==> src/rtl/chx_pkg.sv <==
package chx_pkg;
    typedef enum logic {
        ST_EMPTY  = 1'b0,
        ST_PRIMED = 1'b1
    } chx_state_t;
endpackage

==> src/rtl/chx_seq.sv <==
module chx_seq
    import chx_pkg::*;
#(
    parameter int SAMPLE_W = 14
) (
    input  logic                clk,
    input  logic                rst_n,
    input  logic [SAMPLE_W-1:0] smp_data,
    input  logic                smp_valid,
    output logic [SAMPLE_W-1:0] prev_q,
    output logic                take
);
    chx_state_t state_q, state_d;

    // state register and history register
    always_ff @(posedge clk or negedge rst_n) begin
        if (!rst_n) begin
            state_q <= ST_EMPTY;
            prev_q  <= '0;
        end else begin
            state_q <= state_d;
            if (smp_valid) prev_q <= smp_data;
        end
    end

    // next state and outputs
    always_comb begin
        state_d = state_q;
        take    = 1'b0;
        unique case (state_q)
            ST_EMPTY: begin
                if (smp_valid) state_d = ST_PRIMED; // LOAD
            end
            ST_PRIMED: begin
                take = smp_valid;                   // TAKE
            end
            default: state_d = ST_EMPTY;
        endcase
    end
endmodule

==> src/rtl/chx_diff.sv <==
module chx_diff #(
    parameter int SAMPLE_W = 14,
    localparam int DW      = SAMPLE_W + 1
) (
    input  logic [SAMPLE_W-1:0] cur,
    input  logic [SAMPLE_W-1:0] prev,
    output logic [DW-1:0]       diff,
    output logic [DW-1:0]       mag
);
    always_comb begin
        diff = {1'b0, cur} - {1'b0, prev};
        mag  = diff[DW-1] ? (~diff + 1'b1) : diff;
    end
endmodule

==> src/rtl/chx_gate.sv <==
module chx_gate #(
    parameter int SAMPLE_W  = 14,
    parameter int DROP_BITS = 4,
    localparam int DW       = SAMPLE_W + 1
) (
    input  logic [DW-1:0] diff,
    input  logic [DW-1:0] mag,
    input  logic          take,
    output logic          pass,
    output logic [DW-1:0] gated
);
    logic above;
    always_comb begin
        above = |(mag >> DROP_BITS);
        pass  = take & above;
        gated = diff & {DW{pass}};
    end
endmodule

==> src/rtl/chg_extract.sv <==
module chg_extract #(
    parameter int SAMPLE_W  = 14,
    parameter int DROP_BITS = 4
) (
    input  logic                clk,
    input  logic                rst_n,
    input  logic [SAMPLE_W-1:0] smp_data,
    input  logic                smp_valid,
    output logic [SAMPLE_W:0]   chg_data,
    output logic                chg_valid
);
    localparam int DW = SAMPLE_W + 1;

    logic [SAMPLE_W-1:0] prev_q;
    logic                take;
    logic [DW-1:0]       diff, mag, gated;
    logic                pass;

    chx_seq #(.SAMPLE_W(SAMPLE_W)) u_seq (
        .clk(clk), .rst_n(rst_n), .smp_data(smp_data), .smp_valid(smp_valid),
        .prev_q(prev_q), .take(take)
    );

    chx_diff #(.SAMPLE_W(SAMPLE_W)) u_diff (
        .cur(smp_data), .prev(prev_q), .diff(diff), .mag(mag)
    );

    chx_gate #(.SAMPLE_W(SAMPLE_W), .DROP_BITS(DROP_BITS)) u_gate (
        .diff(diff), .mag(mag), .take(take), .pass(pass), .gated(gated)
    );

    always_ff @(posedge clk or negedge rst_n) begin
        if (!rst_n) begin
            chg_valid <= 1'b0;
            chg_data  <= '0;
        end else begin
            chg_valid <= pass;
            chg_data  <= gated;
        end
    end
endmodule

==> config.mk <==
export PLATFORM = sky130hd
export DESIGN_NAME = chg_extract
export DESIGN_NICKNAME = d
export VERILOG_FILES = /design/src/rtl/chx_pkg.sv /design/src/rtl/chx_seq.sv /design/src/rtl/chx_diff.sv /design/src/rtl/chx_gate.sv /design/src/rtl/chg_extract.sv
export SDC_FILE = /design/constraint.sdc
export NUM_CORES = 1
export LEC_CHECK = 0
export ABC_AREA = 1
export BUFFER_PORTS_ARGS = -buffer_cell sky130_fd_sc_hd__buf_2
export CORE_MARGIN = 2
export CORE_UTILIZATION = 35
export DETAILED_ROUTE_END_ITERATION = 10
export PLACE_DENSITY = 0.64
export SETUP_SLACK_MARGIN = 0.2
export SLEW_MARGIN = 20
export SYNTH_ARGS = -nofsm -noshare
export SYNTH_HDL_FRONTEND = slang
export SYNTH_SLANG_ARGS = --single-unit
==> constraint.sdc <==
create_clock -name clk -period 2.41 [get_ports clk]
set_clock_uncertainty 0.15 [all_clocks]
set_input_delay 0.482 -clock clk [delete_from_list [all_inputs] [get_ports clk]]
set_output_delay 0.482 -clock clk [all_outputs]
set_load 0.02 [all_outputs]
==> run_results.csv <==
group,metric,value,unit
status,status,"finished with violations",
status,violations,"negative setup slack",
global_routing,grt_pass1_wl,8410,um
setup_path,crit_required,2.43,ns
setup_path,critPathArrivalTime,2.68,ns
yosys,async_flop_share,100,%
finish,nets,442,
global_routing,first_global_vias,1984,
die,dieArea,7140,sq um
finish,area_delta_synth_final,39.2,%
setup_path,start_kind,"register",
sta,drv_slew,0,
sta,worstMarginPinSlew,0.686,ns
clocking,clkTransAtPathRegs,0.07,ns
setup_path,cpMaxStageDelayCell,"dfrtp_1",
pwr,p_leak,1.74,nW
hold_path,hp-class,"in2async",
place,dp.cells,476,
die,dieWidth,84.5,um
global_routing,gr-total-overflow,0,
yosys,synth-seq-area-share,34.2,%
die,rows,29,
yosys,yosysMostFrequentCell,"nand2_1",
yosys,syn_inst,328,
yosys,synth_top_area_share,34.2,%
sta,fmax,0.376,GHz
clocking,tritoncts,"yes",
die,placeableCoreArea,6310,sq um
route,ant_nets,0,
finish,drive_gt1_share,38.5,%
route,drc,0,
route,dr.pass1.iters,4,
setup_path,cp_num_buf_inv,1,
route,viasPerCell,4.57,
sta,whs,0.0799,ns
yosys,syn_nets,360,
yosys,syn-cell-area,2270,sq um
finish,n_antenna_cell,0,
yosys,synth-edff-count,0,
pwr,ir_drop,0.301,mV
global_routing,grt_max_degree,32,
place,dp_hpwl,3680,um
die,die_h,84.5,um
sta,maxSlewHeadroom,54.3,%
pwr,power.density,626,nW/um^2
clocking,clk-insertion-delay-late,0.29,ns
clocking,h-tree-depth,2,
die,start_util,35.9,%
global_routing,antenna_found_initial,0,
route,drt_iter0_markers,61,
job,cap_viol_max_count,0,
route,wl_per_cell,10.3,um
sta,finalCritPeriodShare,110,%
yosys,avgSynthCellArea,6.91,sq um
setup_path,critical_path.max_stage_delay,0.41,ns
setup_path,crit_top_cell,"nand2_4",
setup_path,worstPathCellList,"ha_4 > fa_2 > inv_2 > nand2_2 > nand2_4 > nand3_4 > nand2_4 > nand2_4 > nand2_4 > nand2_2 > nand2_4 > nor2_1 > nand2_1 > nand2_1 > nand2_1 > nand2_2 > nor2_4 > nand3_4 > nand2_8 > nor2_1",
sta,setup_slack,-0.247,ns
route,wirelength,5020,um
sta,setup_tns,-3.68,ns
yosys,ys_top_cells_by_area,"dfrtp_1 (34%), nand2_1 (17%), inv_1 (8.8%)",
global_routing,track_usage,14.2,%
yosys,yosysUniqueCellTypes,28,
die,ios,33,
place,gp_congestion,0.819,
finish,final_cells,487,
clocking,cts_buffers,5,
sta,rsz0062_at_grt,"true",
sta,hold_viol,0,
setup_path,critical_path_class,"reg2reg",
sta,setup_viol,16,
clocking,cts_root_buffer,"clkbuf_8",
clocking,cts.sinks,31,
place,pre_cts_ws,-0.595,ns
finish,num-fill-cells,630,
setup_path,crit_path_start,"u_seq.prev_q[0]",
setup_path,regToRegStartpoint,"u_seq.prev_q[0]",
sta,fin_crit,2.66,ns
clocking,holdBufCountCts,0,
setup_path,crit_fanout,8,
yosys,synth_top_cells_by_count,"nand2_1 (100), inv_1 (53), nand3_1 (33)",
clocking,clk_path_buf_depth,2,
yosys,ys_warn_count,0,
place,io_buffers,32,
setup_path,endpoint_kind,"register",
yosys,synth_flop_cell,"dfrtp_1",
route,vias,2226,
yosys,ys_ff_latch,31,
yosys,synth_largest_area_cell,"dfrtp_1",
setup_path,worst_path_dominant_cell_family,"simple AND/OR/NAND/NOR gates",
==> path summary, 6_finish.rpt <==
kind	endpoint	cells after the start	slack [ns]
max	chg_data[4]	20	-0.25
min	u_seq.prev_q[7]	1	0.08
max reg2reg	chg_data[4]	20	-0.25
min reg2reg	u_seq.state_q	1	0.33
max in group asynchronous	chg_data[7]	1	1.58
min in group clk	u_seq.prev_q[12]	3	0.27
==> timing repair <==
action                     CTS  global route
pin swaps                    8            12
gates resized for setup     11            37
cloned                       1             0
setup endpoints to repair   16            16
buffers inserted             1             2
==> kinds of logic (layout without fill, tap and decap cells) <==
| family | after synthesis | after routing | share of synthesized area (%) |
|---|---|---|---|
| and+or+nand+nor | 191 | 192 | 38.1 |
| buffers and inverters | 63 | 144 | 11.5 |
| DFF | 31 | 31 | 34.2 |
| AOI/OAI and AO/OA | 26 | 26 | 6.46 |
| adders and majority gates | 15 | 15 | 8.61 |
| xor gates and xnor gates | 2 | 2 | 1.10 |
==> placed cells by master, fill, tap and decap left out, types with 6 or more instances in the layout <==
master,synthesis,final
o21ai_0,13,13
ha_1,14,12
nand3_2,5,9
nand3_1,33,27
dfrtp_1,31,31
buf_4,0,46
nand2_2,9,15
a21oi_1,7,6
nand2_1,100,87
nand2_4,1,7
clkbuf_8,0,6
buf_2,0,32
nor2_2,13,16
nor2_1,25,17
inv_1,53,51
inv_2,5,6
==> sequential cells by signal, indices dropped and copies added (netlist names) <==
signal,count
chg_data,15
chg_valid,1
u_seq.prev_q,14
u_seq.state_q,1
==> layout make-up <==
type | count | area [sq um] | area share [%]
well taps | 77 | 96.3 | 3.05
repair buffers | 79 | 517 | 16.4
flip-flops and latches | 31 | 776 | 24.6
inverters | 58 | 230 | 7.29
clock inverters | 1 | 5.00 | 0.159
multi-input cells | 235 | 1450 | 45.9
clock buffers | 6 | 82.6 | 2.62
==> stage by stage <==
step	instance area (sq um)	power, mW	util [%]
final	3160	1.98	50.0
after global routing	3160	2.14	50.0
after CTS	2990	1.90	47.3
after detailed placement	2840	1.44	45.0
after global placement	2840	1.43	45.0
after floorplan	2300	1.13	-
==> where the power goes <==
part           switching, mW  internal, mW
sequential            0.0142         0.578
clock                  0.195         0.224
combinational          0.551         0.414
==> routing by layer <==
metal	vias to the layer above	global-route usage (%)	routed length, um
met5	-	0	0
met4	0	4.76	98
met3	9	2.95	196
met2	44	23.8	2430
met1	1000	18.3	2300
li1	1173	-	-
Note: power is estimated with default switching activity, not from simulation.
